## src/rtl/psw_pkg.sv

```systemverilog
package psw_pkg;
  typedef enum logic [2:0] {
    PM_READ     = 3'd0,
    PM_PROG     = 3'd1,
    PM_EWAIT    = 3'd2,
    PM_ERASE    = 3'd3,
    PM_SUSP     = 3'd4,
    PM_SUSP_PGM = 3'd5
  } psw_mode_e;

  localparam int BIT_POLL = 7;
  localparam int BIT_TGL  = 6;
  localparam int BIT_TMO  = 5;
  localparam int BIT_WIN  = 3;
  localparam int BIT_SECT = 2;

  localparam int NUM_TGL  = 2;
  localparam int TGL_OP   = 0;
  localparam int TGL_SECT = 1;
endpackage

```

## src/rtl/psw_toggle.sv

```systemverilog
module psw_toggle (
  input  logic clk,
  input  logic rst,
  input  logic adv,
  output logic q
);
  always_ff @(posedge clk) begin
    if (rst)      q <= 1'b0;
    else if (adv) q <= ~q;
  end
endmodule

```

## src/rtl/psw_hold_timer.sv

```systemverilog
module psw_hold_timer #(
  parameter int PROT_HOLD = 24
) (
  input  logic clk,
  input  logic rst,
  input  logic start,
  input  logic start_erase,
  output logic active,
  output logic is_erase
);
  localparam int CW = $clog2(PROT_HOLD + 1);
  localparam logic [CW-1:0] LOAD = CW'(PROT_HOLD);

  logic [CW-1:0] cnt;

  assign active = (cnt != '0);

  always_ff @(posedge clk) begin
    if (rst) begin
      cnt      <= '0;
      is_erase <= 1'b0;
    end else if (!active && start) begin
      cnt      <= LOAD;
      is_erase <= start_erase;
    end else if (active) begin
      cnt <= cnt - 1'b1;
    end
  end
endmodule

```

## src/rtl/psw_compose.sv

```systemverilog
module psw_compose
  import psw_pkg::*;
#(
  parameter int DATA_W = 16
) (
  input  psw_mode_e          mode,
  input  logic               sel,
  input  logic               bit7,
  input  logic               tmo,
  input  logic               tgl_op,
  input  logic               tgl_sect,
  input  logic [DATA_W-1:0]  arr,
  output logic [DATA_W-1:0]  word,
  output logic               adv_op,
  output logic               adv_sect,
  output logic               ready
);
  always_comb begin
    word     = '0;
    adv_op   = 1'b0;
    adv_sect = 1'b0;
    ready    = 1'b0;
    unique case (mode)
      PM_PROG, PM_SUSP_PGM: begin
        word[BIT_POLL] = ~bit7;
        word[BIT_TGL]  = tgl_op;
        word[BIT_TMO]  = tmo;
        adv_op         = 1'b1;
      end
      PM_EWAIT, PM_ERASE: begin
        word[BIT_POLL] = 1'b0;
        word[BIT_TGL]  = tgl_op;
        word[BIT_TMO]  = tmo;
        word[BIT_WIN]  = (mode == PM_ERASE);
        word[BIT_SECT] = tgl_sect;
        adv_op         = 1'b1;
        adv_sect       = sel;
      end
      PM_SUSP: begin
        ready = 1'b1;
        if (sel) begin
          word[BIT_POLL] = 1'b1;
          word[BIT_TGL]  = tgl_op;
          word[BIT_SECT] = tgl_sect;
          adv_sect       = 1'b1;
        end else begin
          word = arr;
        end
      end
      default: begin
        word  = arr;
        ready = 1'b1;
      end
    endcase
  end
endmodule

```

## src/rtl/psw_status_gen.sv

```systemverilog
module psw_status_gen
  import psw_pkg::*;
#(
  parameter int DATA_W    = 16,
  parameter int PROT_HOLD = 24
) (
  input  logic              clk,
  input  logic              rst,
  input  logic [2:0]        op_mode,
  input  logic              time_over,
  input  logic              pgm_bit7,
  input  logic              in_erase_sect,
  input  logic              rd_en,
  input  logic              ce,
  input  logic              prot_start,
  input  logic              prot_erase,
  input  logic [DATA_W-1:0] array_data,
  output logic [DATA_W-1:0] rd_data,
  output logic              ry_by_n
);
  logic              hold_active;
  logic              hold_erase;
  logic              qual_rd;
  psw_mode_e         mode_in;
  psw_mode_e         mode_eff;
  logic [DATA_W-1:0] word_c;
  logic              ready_c;
  logic [NUM_TGL-1:0] tgl_q;
  logic [NUM_TGL-1:0] tgl_adv;
  logic [NUM_TGL-1:0] tgl_req;

  assign qual_rd = rd_en & ce;

  always_comb begin
    unique case (op_mode)
      3'd1:    mode_in = PM_PROG;
      3'd2:    mode_in = PM_EWAIT;
      3'd3:    mode_in = PM_ERASE;
      3'd4:    mode_in = PM_SUSP;
      3'd5:    mode_in = PM_SUSP_PGM;
      default: mode_in = PM_READ;
    endcase
  end

  assign mode_eff = hold_active ? (hold_erase ? PM_ERASE : PM_PROG) : mode_in;

  psw_hold_timer #(.PROT_HOLD(PROT_HOLD)) u_hold (
    .clk         (clk),
    .rst         (rst),
    .start       (prot_start),
    .start_erase (prot_erase),
    .active      (hold_active),
    .is_erase    (hold_erase)
  );

  psw_compose #(.DATA_W(DATA_W)) u_comp (
    .mode     (mode_eff),
    .sel      (in_erase_sect),
    .bit7     (pgm_bit7),
    .tmo      (time_over),
    .tgl_op   (tgl_q[TGL_OP]),
    .tgl_sect (tgl_q[TGL_SECT]),
    .arr      (array_data),
    .word     (word_c),
    .adv_op   (tgl_req[TGL_OP]),
    .adv_sect (tgl_req[TGL_SECT]),
    .ready    (ready_c)
  );

  for (genvar g = 0; g < NUM_TGL; g++) begin : g_tgl
    assign tgl_adv[g] = qual_rd & tgl_req[g];
    psw_toggle u_t (
      .clk (clk),
      .rst (rst),
      .adv (tgl_adv[g]),
      .q   (tgl_q[g])
    );
  end

  always_ff @(posedge clk) begin
    if (rst) begin
      rd_data <= '0;
      ry_by_n <= 1'b1;
    end else begin
      ry_by_n <= ready_c;
      if (qual_rd) rd_data <= word_c;
    end
  end
endmodule

```

## config.mk

```make
export PLATFORM = sky130hd
export DESIGN_NAME = psw_status_gen
export DESIGN_NICKNAME = d
export VERILOG_FILES = /design/src/rtl/psw_pkg.sv /design/src/rtl/psw_toggle.sv /design/src/rtl/psw_hold_timer.sv /design/src/rtl/psw_compose.sv /design/src/rtl/psw_status_gen.sv
export SDC_FILE = /design/constraint.sdc
export NUM_CORES = 1
export LEC_CHECK = 0
export BUFFER_PORTS_ARGS = -buffer_cell sky130_fd_sc_hd__buf_2
export CAP_MARGIN = 20
export CORE_MARGIN = 2
export CORE_UTILIZATION = 51
export DETAILED_ROUTE_END_ITERATION = 10
export MAX_ROUTING_LAYER = met4
export PLACE_DENSITY = 0.92
export SKIP_CTS_REPAIR_TIMING = 1
export SKIP_LAST_GASP = 1
export SYNTH_ARGS = -nofsm -noshare
export SYNTH_HDL_FRONTEND = slang
export SYNTH_SLANG_ARGS = --single-unit
```

## constraint.sdc

```tcl
create_clock -name clk -period 5.15 [get_ports clk]
set_input_delay 1.03 -clock clk [delete_from_list [all_inputs] [get_ports clk]]
set_output_delay 1.03 -clock clk [all_outputs]
set_load 0.005 [all_outputs]
```

# Word-level counts from Yosys, hierarchy flattened
# Cells that the tools add are included.
[totals] register_bits=25 output_inout_bits=17 wordCells=51
[op_classes] add_sub_neg=1 n_eq_ne=10 n_mux=19 bitwise=6 reduce_logical=8
[op_table] cell="case mux 8 bit (2 select lines)" n=1
[op_table] cell="case mux 3 bit (5 select lines)" n=1
[op_table] cell="equality test 3 x 2 -> 1 bit (second input constant)" n=4
[op_table] cell="equality test 3 bit (second input constant)" n=4
[op_table] cell="two-way mux 5 bit" n=2
[op_table] cell="case mux 3 bit (3 select lines)" n=1
[op_table] cell="two-way mux 8 bit" n=1
[op_table] cell="equality test 3 x 1 -> 1 bit (second input constant)" n=2
[op_table] cell="two-way mux 2 bit" n=3
[op_table] cell="two-way mux 3 bit" n=2
[op_table] cell="case mux 2 bit (3 select lines)" n=1
[op_table] cell="OR reduction 2 bit" n=3
[op_table] cell="nonzero test 5 bit" n=1
[op_table] cell="subtractor 5 x 1 -> 5 bit (second input constant)" n=1
[op_table] cell="two-way mux 1 bit" n=4
[op_table] cell="case mux 1 bit (2 select lines)" n=2
[op_table] cell="case mux 2 bit (2 select lines)" n=1
[op_table] cell="OR reduction 4 bit" n=1
[op_table] cell="bitwise AND 1 bit" n=3
[op_table] cell="inverter 1 bit" n=3
[op_table] cell="nonzero test 2 bit" n=1
[op_table] cell="logical AND 1 bit" n=1
[op_table] cell="logical NOT 1 bit" n=1

# Depth between registers and ports, before layout
# Gate-level depths: netlist of run 1.
[logic_depth] word_depth=7 ltp_mapped=7

# Hierarchy
# From an unflattened synthesis of run 1, not the netlist that was laid out.
[hier_totals] cells_unflattened=157 area_unflattened_um2=1467.7
[modules_own_cells] mod="psw_status_gen" n_inst=1 cells_each=84 area_per_inst_um2=842.1 seq_area_each_um2=340.3
[modules_own_cells] mod="psw_hold_timer" n_inst=1 cells_each=30 area_per_inst_um2=282.8 seq_area_each_um2=120.1
[modules_own_cells] mod="psw_compose" n_inst=1 cells_each=37 area_per_inst_um2=277.8 seq_area_each_um2=0.0
[modules_own_cells] mod="psw_toggle" n_inst=2 cells_each=3 area_per_inst_um2=32.5 seq_area_each_um2=20.0

# Worst setup path after synthesis of run 1
# OpenSTA, ideal clock, no wires.
[synth_path] kind="input -> register" startpoint="input port op_mode[1]" endpoint="register rd_data[0]" setup_ps=117 arrival_ps=2524 required_ps=5033 setup_slack_ps=2509 stages=7 cell_sequence="inv_1 -> ha_1 -> maj3_1 -> a2bb2oi_1 -> o2111a_1 -> clkbuf_1 -> a22o_1"
[synth_via] elab_chain_cells=6 word_cells_on_any_way=14 cone_classes="eq/ne: 10; mux: 3; reduce/logical: 1"
[synth_lines] item="start: declaration" line_no="psw_status_gen.sv:9" rtl="input logic [2:0] op_mode,"
[synth_lines] item="equality test 3 bit, or another cell as far along" line_no="psw_status_gen.sv:35" rtl="unique case (op_mode)"
[synth_lines] item="case mux 3 bit (5 select lines) *" line_no="psw_status_gen.sv:35"
[synth_lines] item="two-way mux 3 bit *" line_no="psw_status_gen.sv:45" rtl="assign mode_eff = hold_active ? (hold_erase ? PM_ERASE : PM_PROG) : mode_in;"
[synth_lines] item="equality test 3 x 1 -> 1 bit, or another cell as far along" line_no="psw_compose.sv:23" rtl="unique case (mode)"
[synth_lines] item="OR reduction 4 bit (no source line)"
[synth_lines] item="case mux 2 bit (2 select lines) *" line_no="psw_compose.sv:23"
[synth_lines] item="end signal: assignment" line_no="psw_status_gen.sv:86" rtl="if (qual_rd) rd_data <= word_c;"
[synth_lines] item="end: declaration" line_no="psw_status_gen.sv:18" rtl="output logic [DATA_W-1:0] rd_data,"
# Mark *: on every way between the ends. The rest lies on a longest branch, timed or not.
# A chain may end at the register's enable or synchronous reset.

# Worst setup path in the final report of run 1
[layout_path] startpoint="input port op_mode[1]" endpoint="register rd_data[13]"
[layout_via] elab_chain_cells=6 word_cells_on_any_way=14 cone_classes="eq/ne: 10; mux: 3; reduce/logical: 1"
[layout_lines] item="equality test 3 bit, or another cell as far along" line_no="psw_status_gen.sv:35"
[layout_lines] item="case mux 3 bit (5 select lines) *" line_no="psw_status_gen.sv:35"
[layout_lines] item="two-way mux 3 bit *" line_no="psw_status_gen.sv:45"
[layout_lines] item="equality test 3 x 1 -> 1 bit, or another cell as far along" line_no="psw_compose.sv:23"
[layout_lines] item="OR reduction 4 bit (no source line)"
[layout_lines] item="case mux 8 bit (2 select lines) *" line_no="psw_compose.sv:23"
# Marks and branches as above.

==> results.md, run 1 <==
* Fin area at 1453 um2
* Pins Over Slew Limit at 0
* Die Y-Extent at 52.43 um
* Lkg Pwr at 0.6728 nW
* Startpoint Class: primary input
* Internal power at 0.3560 mW
* M3 GR Usage at 3.714%
* DIE AREA at 2749 um2
* CTS root buffer: clkbuf_4
* Vias in the first global route at 991
* Via Count at 1133
* H-tree levels at 1
* Sequential element share of the synthesized area at 41.84%
* Post-synthesis cell count at 129
* GP Congestion at 0.9929
* Synth Register Bits at 25
* Rel. slew slack at 53.70%
* Core Box Area at 2212 um2
* Busiest grt layer: met2
* P_sw at 0.1956 mW
* Final min period at 2.524 ns
* Critical Path Sink Type: flip-flop
* Via/cell ratio at 5.722
* Arr. time, crit path at 2.73 ns
* Required time of the critical path at 5.35 ns
* Die Span X at 52.43 um
* Total Routing Usage GR at 20.86%
* Final setup TNS at 0 ns
* Overall power at 0.5516 mW
* DR iter-0 viols at 16
* CTS sink cnt at 25
* Max-cap viol count at 0
* Post-DR wirelength/cell at 13.05 um
* Syn_area_per_cell at 9.272 um2
* DRC Markers at 0
* IO Port Bufs at 44
* ANT cells at 0
* Min-Delay Path Class: flip-flop to flip-flop
* Mapped cell area at 1196 um2
* First-pass GRT wire length at 4222 um
* Clock Pin Slew Worst Setup and Hold Paths at 0.12 ns
* DP Area at 1426 um2
* Post-route ant nets at 0
* CTS tree: yes
* Clk_skew at 0.001960 ns
* Combinational share of power at 39.9%
* Post-synthesis async set-or-reset flop share at 0%
* Sw Ratio at 35.46%
* Grt met1 use at 27.27%
* Pwr/cell area at 379.8 nW/um2
* Worst Tran Pin Value at 0.6919 ns
* Distinct cells, synth at 34
* Ys flop type: dfxtp_1
* Status: complete, no violations
* Grt ovf at 0
* Clock group share of total power at 14.7%
* Yosys warning count at 0
* RSZ-0062 raised after global routing: false
* Sequential share of power at 45.4%
* Post-synth EDFFs at 0
* VDD IR max at 0.2563 mV
* Setup-failing EPs final at 0
* TritonCTS Buffers at 3
* NumNets Final at 203
* Final hold violations at 0
* Skew-Pair Late Insertion Delay at 0.30 ns
* Detailed placer's ending HPWL at 2069 um
* Tcrit/Tclk final at 49.01%
* Syn_nets at 161
* DRT Pass-1 Iters at 4
* Area Growth Syn to Fin at 21.44%
* CP max FO at 11
* Clock buffer depth at 2
* Largest net degree at the start of global routing at 18
* Initial Utilization at 54.07%
* Antenna violations before repair at 0
* Met2 GRT Util at 33.33%
* Critical path class: primary input to flip-flop
* Ports at 45
* Layout cells sized above 1 at 31.18%
* Core Rows at 17
* F_max at 0.3962 GHz
* DRT Wirelength at 2584 um
worst max-delay path, cell delays in order:
cell       delay (ns)
buf_2            0.10
inv_1            0.04
ha_1             0.28
maj3_1           0.45
a2bb2oi_1        0.19
o2111a_1         0.38
a22o_1           0.24
registers in the layout, indices dropped and copies added, names as in the netlist:
name,count
rd_data,16
u_hold.cnt,5
g_tgl.u_t.q,2
ry_by_n,1
u_hold.is_erase,1
Yosys cell counts (3+ instances only):
cell type	n	area share, %
a211oi_1	6	3.8
a21oi_1	6	2.5
a221oi_1	3	2.2
a22o_1	11	8.1
a311oi_1	3	2.2
clkbuf_1	6	1.9
dfxtp_1	25	42
ha_1	4	4.2
inv_1	7	2.2
mux2_2	4	3.8
nand2_1	3	0.94
nand2b_1	3	1.6
nor2_1	17	5.3
nor3_1	3	1.3
o211ai_1	3	1.9
o21ai_0	3	1.3
cell type report:
| class | count | area, um2 |
|---|---|---|
| fill | 194 | 759.5 |
| multi-input combinational | 89 | 636.9 |
| sequential | 25 | 500.5 |
| timing repair buffer | 45 | 227.7 |
| tap | 28 | 35.03 |
| clock buffer | 4 | 26.28 |
| inverter | 7 | 26.28 |
stage by stage:
step | utilization, % | hold WS, ns | setup WS, ns | instances
after CTS | 65.67 | 0.4916 | 2.639 | 198
after floorplan | - | 0.4677 | 2.509 | 129
final | 65.67 | 0.4899 | 2.626 | 198
after detailed placement | 64.48 | 0.4626 | 2.306 | 194
after global routing | 65.67 | 0.5024 | 2.556 | 198
after global placement | 64.48 | 0.4569 | 2.398 | 194
final timing paths:
path                      end     startpoint  slack [ns]  cells after the start
setup / recovery  rd_data[13]     op_mode[1]        2.63                      7
hold / removal    rd_data[12]    rd_data[12]        0.49                      1
setup reg to reg   rd_data[3]  u_hold.cnt[0]        3.12                      5
hold reg to reg   rd_data[12]    rd_data[12]        0.49                      1
metal layers:
metal  share of wire (%)  vias to the layer above  wire, um
met3                 7.2                        7       186
li1                    -                      567         -
met1                  44                      515      1144
met2                  47                       44      1218
met5                   0                        -         0
met4                 1.3                        0        34
cell usage in the layout (no fill, tap or decap), drive strengths merged:
master	Yosys	routed
a211oi	6	6
a21oi	6	6
a221oi	3	3
a22o	11	11
a2bb2oi	1	1
a311oi	3	3
a31oi	1	1
and2	2	2
buf	1	45
clkbuf	7	4
dfxtp	25	25
ha	4	4
inv	7	7
maj3	1	1
mux2	4	4
mux2i	1	1
nand2	3	3
nand2b	3	3
nor2	17	17
nor2b	2	2
nor3	3	3
nor4b	1	1
o2111a	1	1
o2111ai	2	2
o211a	2	2
o211ai	3	3
o21a	1	1
o21ai	3	3
o21bai	1	1
or3	1	1
or4	1	1
or4b	1	1
xnor2	1	1
logic make-up after synthesis:
| family | count (synthesis) | synth area share, % |
|---|---|---|
| compound gates | 44 | 28.45 |
| simple gates | 34 | 14.43 |
| flops | 25 | 41.84 |
| buf+inv | 15 | 4.916 |
| mux | 5 | 4.602 |
| fa+ha+maj | 5 | 5.021 |
| xor+xnor | 1 | 0.7324 |
power by group through the flow:
stage / registers, mW / clock network (mW) / logic (mW)
2_1_floorplan: 0.251 / 0 / 0.167
3_3_place_gp: 0.253 / 0 / 0.210
3_5_place_dp: 0.255 / 0 / 0.219
4_1_cts: 0.250 / 0.0843 / 0.220
5_1_grt: 0.255 / 0.0914 / 0.253
6_report: 0.250 / 0.0813 / 0.220
Note: power is estimated with default switching activity, not from simulation.
==> run 2, diff against run 1 <==
--- a/config.mk
+++ b/config.mk
@@ -8,10 +8,10 @@
 export BUFFER_PORTS_ARGS = -buffer_cell sky130_fd_sc_hd__buf_2
 export CAP_MARGIN = 20
 export CORE_MARGIN = 2
-export CORE_UTILIZATION = 51
+export CORE_UTILIZATION = 43
 export DETAILED_ROUTE_END_ITERATION = 10
 export MAX_ROUTING_LAYER = met4
-export PLACE_DENSITY = 0.92
+export PLACE_DENSITY = 0.84
 export SKIP_CTS_REPAIR_TIMING = 1
 export SKIP_LAST_GASP = 1
 export SYNTH_ARGS = -nofsm -noshare
==> constraint.sdc (replaced) <==
create_clock -name clk -period 2.1 [get_ports clk]
set_input_delay 0.42 -clock clk [delete_from_list [all_inputs] [get_ports clk]]
set_output_delay 0.42 -clock clk [all_outputs]
set_load 0.005 [all_outputs]
==> run 2 against run 1 <==
Register-to-register slack got worse by 3.0 ns. Utilization decreased by 10 points. Global-route usage decreased by 0.098 points. Clock skew increased by 0.0073 ns. Hold slack got worse by 0.20 ns. Die area increased by 17%. Largest power group unchanged. Highest routed layer unchanged.
==> results.md, run 2 (same netlist as run 1, synthesis figures left out) <==
* Status: complete, no violations
* Arr. time, crit path at 2.19 ns
* Post-DR wirelength/cell at 14.27 um
* CTS sink cnt at 25
* Max-cap viol count at 0
* Vias in the first global route at 1243
* DR iter-0 viols at 23
* Launching point of the worst reg2reg path: u_hold.cnt[0]
* Layout cells sized above 1 at 33.90%
* Startpoint Class: flip-flop
* Pins Over Slew Limit at 0
* Final min period at 1.953 ns
* Overall power at 1.435 mW
* Initial Utilization at 44.14%
* Clock group share of total power at 15.2%
* Biggest regs: rd_data: 16 flops, u_hold.cnt: 5 flops, g_tgl.u_t.q: 2 flops
* Min-Delay Path Class: primary input to flip-flop
* Core Rows at 19
* Delay-heaviest family, CP: multiplexers
* Lkg Pwr at 0.7054 nW
* Hold-critical path depth at 2
* Core Box Area at 2710 um2
* Internal power at 0.9075 mW
* Die Span X at 56.74 um
* Clk_skew at 0.009220 ns
* Post-Place Cells at 204
* Worst Tran Pin Value at 0.6927 ns
* Final hold violations at 0
* CP max FO at 15
* DP Area at 1483 um2
* Area Growth Syn to Fin at 26.15%
* Critical path class: flip-flop to flip-flop
* Tcrit/Tclk final at 93.00%
* Skew-Pair Late Insertion Delay at 0.32 ns
* Largest net degree at the start of global routing at 18
* Via Count at 1179
* CTS root buffer: clkbuf_4
* Pwr/cell area at 950.8 nW/um2
* DRT Pass-1 Iters at 4
* Post-route ant nets at 0
* DIE AREA at 3219 um2
* Clock buffer depth at 2
* Slack of the critical path at 0.1471 ns
* First-pass GRT wire length at 5112 um
* Most frequent cells in the layout: buf_2 (44), dfxtp_1 (25), nor2_1 (17)
* DRT Wirelength at 2968 um
* Biggest register: rd_data
* CTS tree: yes
* VDD IR max at 0.8144 mV
* Detailed placer's ending HPWL at 2292 um
* Via/cell ratio at 5.668
* Slowest CP cell: mux2_2
* Clock Pin Slew Worst Setup and Hold Paths at 0.14 ns
* FILL cells at 263
* Worst Hold End: rd_data[9]
* CP Cell Sequence: inv_1 -> ha_1 -> nor4b_2 -> buf_4 -> nor2_1 -> a311oi_1 -> mux2_2
* Sw Ratio at 36.74%
* FF-to-FF End: g_tgl[1].u_t.q
* Rel. slew slack at 53.65%
* TritonCTS Buffers at 3
* ANT cells at 0
* Die Y-Extent at 56.74 um
* Critical Path Sink Type: flip-flop
* IO Port Bufs at 44
* Sequential share of power at 43.3%
* P_sw at 0.5271 mW
* Fin area at 1509 um2
* HP Start: array_data[9]
* Required time of the critical path at 2.33 ns
* Grt ovf at 0
* NumNets Final at 210
* Total Routing Usage GR at 20.76%
* Setup-failing EPs final at 0
* H-tree levels at 1
* Place WS at -0.07436 ns
* WP buf/inv at 2
* Reg2reg path depth at 7
* R2R Setup Slk at 0.15 ns
* Combinational share of power at 41.6%
* Largest register FFs at 16
* GP Congestion at 0.8654
* Commonest non-fill, non-tap cell in the layout: buf_2
* Ports at 45
* F_max at 0.5121 GHz
* RSZ-0062 raised after global routing: false
* Layout Cells excl Fill at 208
* Worst stage delay on the critical path at 0.37 ns
* DRC Markers at 0
* Antenna violations before repair at 0
run 2: changes by cell type in the layout (fill, tap and decap cells not counted), sizes merged:
cell	before	now
buf	45	52
run 2: final cells by class:
cell class / instances / area (um2) / area share, %
Timing Repair Buffer: 52 / 280.3 / 18.57
Sequential cell: 25 / 500.5 / 33.17
Clock buffer: 4 / 26.28 / 1.741
Tap cell: 31 / 38.79 / 2.570
Multi-Input combinational cell: 89 / 636.9 / 42.21
Inverter: 7 / 26.28 / 1.741
run 2: power by group through the flow:
stage	combinational, mW	clock [mW]	sequential [mW]
2_1_floorplan	0.410	0	0.616
3_3_place_gp	0.562	0	0.623
3_5_place_dp	0.593	0	0.628
4_1_cts	0.596	0.223	0.619
5_1_grt	0.669	0.241	0.628
6_report	0.596	0.218	0.621
run 2: worst register-to-register path, cell delays in order (launching register included):
cell,delay (ns)
dfxtp_1,0.35
inv_1,0.08
ha_1,0.20
nor4b_2,0.22
buf_4,0.25
nor2_1,0.09
a311oi_1,0.30
mux2_2,0.37
run 2: how the worst max path moves through the flow:
stage	start	to	slack, ns	cells past startpoint
6_report	u_hold.cnt[0]	g_tgl[1].u_t.q	0.15	7
5_1_grt	u_hold.cnt[0]	g_tgl[1].u_t.q	0.03	7
4_1_cts	u_hold.cnt[0]	g_tgl[1].u_t.q	0.14	7
3_5_place_dp	op_mode[1]	rd_data[8]	-0.07	7
3_3_place_gp	op_mode[1]	rd_data[11]	-0.02	7
2_1_floorplan	op_mode[1]	rd_data[0]	0.07	7
run 2: metal layers:
| layer | global-route usage, % | vias to the layer above | part of all wire, % |
|---|---|---|---|
| met5 | - | - | 0 |
| met4 | 8.638 | 0 | 1.5 |
| met3 | 5.760 | 4 | 4.6 |
| met2 | 35.55 | 23 | 53 |
| met1 | 22.55 | 578 | 41 |
| li1 | - | 574 | - |
run 2: through the flow:
stage          setup TNS [ns]  util (%)  hold slack, ns
2_1_floorplan               0         -          0.4677
6_report                    0     55.68          0.2929
5_1_grt                     0     55.68          0.2827
3_5_place_dp          -0.7886     54.71          0.4689
4_1_cts                     0     55.68          0.2871
3_3_place_gp          -0.1887     54.71          0.4601
==> run 3, diff against run 2 <==
--- a/config.mk
+++ b/config.mk
@@ -10,6 +10,7 @@
 export CORE_MARGIN = 2
 export CORE_UTILIZATION = 43
 export DETAILED_ROUTE_END_ITERATION = 10
+export GPL_TIMING_DRIVEN = 0
 export MAX_ROUTING_LAYER = met4
 export PLACE_DENSITY = 0.84
 export SKIP_CTS_REPAIR_TIMING = 1
==> run 3 against run 2 <==
Clock power is essentially flat. Sequential cell count is the same. Utilization grew 0.55 points. Via count shrank 1.2%. First-iteration DRC count grew 26%. Total power grew 4.9%. Global-route usage shrank 1.5 points. Worst setup slack lost 0.069 ns. Hold slack gained 0.010 ns. Combinational power grew 9.4%. Sequential share of layout area shrank 0.16 points. Largest power group is now combinational logic.
==> results.md, run 3 (same netlist as run 1, synthesis figures left out) <==
* Core Box Area at 2710 um2
* Arr. time, crit path at 2.26 ns
* Critical Path Sink Type: flip-flop
* Via Count at 1165
* Die Y-Extent at 56.74 um
* DRC Markers at 0
* Post-route ant nets at 0
* First-pass GRT wire length at 4830 um
* Total Routing Usage GR at 19.26%
* Post-DR wirelength/cell at 14.14 um
* M3 GR Usage at 4.608%
* GP Congestion at 0.8785
* Busiest grt layer: met2
* Ports at 45
* DIE AREA at 3219 um2
* CTS root buffer: clkbuf_4
* Final hold violations at 0
* Biggest register: rd_data
* Slowest CP cell: or4_1
* Status: complete, no violations
* CTS tree: yes
* Core Util, Final at 56.23%
* TritonCTS Buffers at 3
* Rel. slew slack at 68.72%
* Lkg Pwr at 0.6954 nW
* Die Span X at 56.74 um
* Max-cap viol count at 0
* Critical path class: flip-flop to flip-flop
* Setup-failing EPs final at 0
* Clock Pin Slew Worst Setup and Hold Paths at 0.14 ns
* Area of the multi-input gates at 664.4 um2
* Grt met1 use at 22.44%
* Startpoint Class: flip-flop
* Clock buffer depth at 2
* Largest register FFs at 16
* Initial Utilization at 44.14%
* DRT Pass-1 Iters at 4
* Biggest regs: rd_data: 16 flops, u_hold.cnt: 5 flops, g_tgl.u_t.q: 2 flops
* Vias in the first global route at 1114
* Seq. cell area at 503.0 um2
* Worst Tran Pin Value at 0.4692 ns
* Commonest non-fill, non-tap cell in the layout: buf_2
* VDD IR max at 0.5481 mV
* Antenna violations before repair at 0
* Required time of the critical path at 2.34 ns
* WP buf/inv at 2
* Pins Over Slew Limit at 0
* Min-Delay Path Class: primary input to flip-flop
* Core Rows at 19
* Clk_skew at 0.002981 ns
* Met2 GRT Util at 32.39%
* ANT cells at 0
* DRT Wirelength at 2941 um
* Overall power at 1.505 mW
* Worst stage delay on the critical path at 0.49 ns
* Fin area at 1524 um2
* Final min period at 2.021 ns
* F_max at 0.4947 GHz
* Most frequent cells in the layout: buf_2 (44), dfxtp_1 (23), nor2_1 (17)
* NumNets Final at 210
* Skew-Pair Late Insertion Delay at 0.31 ns
* Delay-heaviest family, CP: simple AND/OR/NAND/NOR gates
* DP Area at 1450 um2
* Layout cells sized above 1 at 35.03%
* Fin Hold WS at 0.3033 ns
* DR iter-0 viols at 29
* Tcrit/Tclk final at 96.26%
* H-tree levels at 1
* CP Cell Sequence: inv_2 -> ha_4 -> or4b_1 -> buf_4 -> or4_1 -> a311oi_2
* Largest net degree at the start of global routing at 16
* Grt ovf at 0
* CTS sink cnt at 25
* Area Growth Syn to Fin at 27.41%
* FILL cells at 268
* Detailed placer's ending HPWL at 2259 um
* CP max FO at 7
* IO Port Bufs at 43
* Pwr/cell area at 987.7 nW/um2
* Via/cell ratio at 5.601
## run 3: final cells by class
cell class	count	share of cell area (%)
tap	31	2.545
multi-input combinational	89	43.60
clock inverter	1	0.4926
timing repair buffer	45	15.11
inverter	7	1.724
clock buffer	3	1.478
buffer	7	2.053
sequential	25	33.00
## run 3: routing by layer
metal,routed length [um],vias up,share of wire (%)
li1,-,573,-
met4,18,0,0.61
met2,1544,28,52
met3,137,2,4.7
met5,0,-,0
met1,1241,562,42
## run 3: worst paths after layout
| kind | startpoint | endpoint | slack, ns | cells past startpoint |
|---|---|---|---|---|
| worst max-delay path | u_hold.cnt[1] | rd_data[3] | 0.08 | 6 |
| worst min-delay path | array_data[1] | rd_data[1] | 0.30 | 2 |
| worst max register to register | u_hold.cnt[1] | rd_data[3] | 0.08 | 6 |
| worst min register to register | rd_data[9] | rd_data[9] | 0.50 | 1 |
## run 3: through the flow
step | std cells | setup TNS, ns | setup slack (ns)
6_report | 208 | 0 | 0.07854
4_1_cts | 207 | -0.1409 | -0.1409
5_1_grt | 208 | -0.007338 | -0.007338
3_3_place_gp | 203 | -1.572 | -0.1591
2_1_floorplan | 129 | 0 | 0.06876
3_5_place_dp | 203 | -2.311 | -0.2115
## run 3: power breakdown
group	switching (mW)	leakage (nW)	total, mW	internal (mW)
logic	0.334	0.476	0.652	0.318
clock network	0.147	0.0139	0.219	0.0726
registers	0.0787	0.205	0.633	0.555
total	0.560	0.695	1.51	0.946
## run 3: worst register-to-register path, stage by stage, from the launching register on
cell and delay (ns):
dfxtp_2 0.36, inv_2 0.08, ha_4 0.14, or4b_1 0.44
buf_4 0.18, or4_1 0.49, a311oi_2 0.25
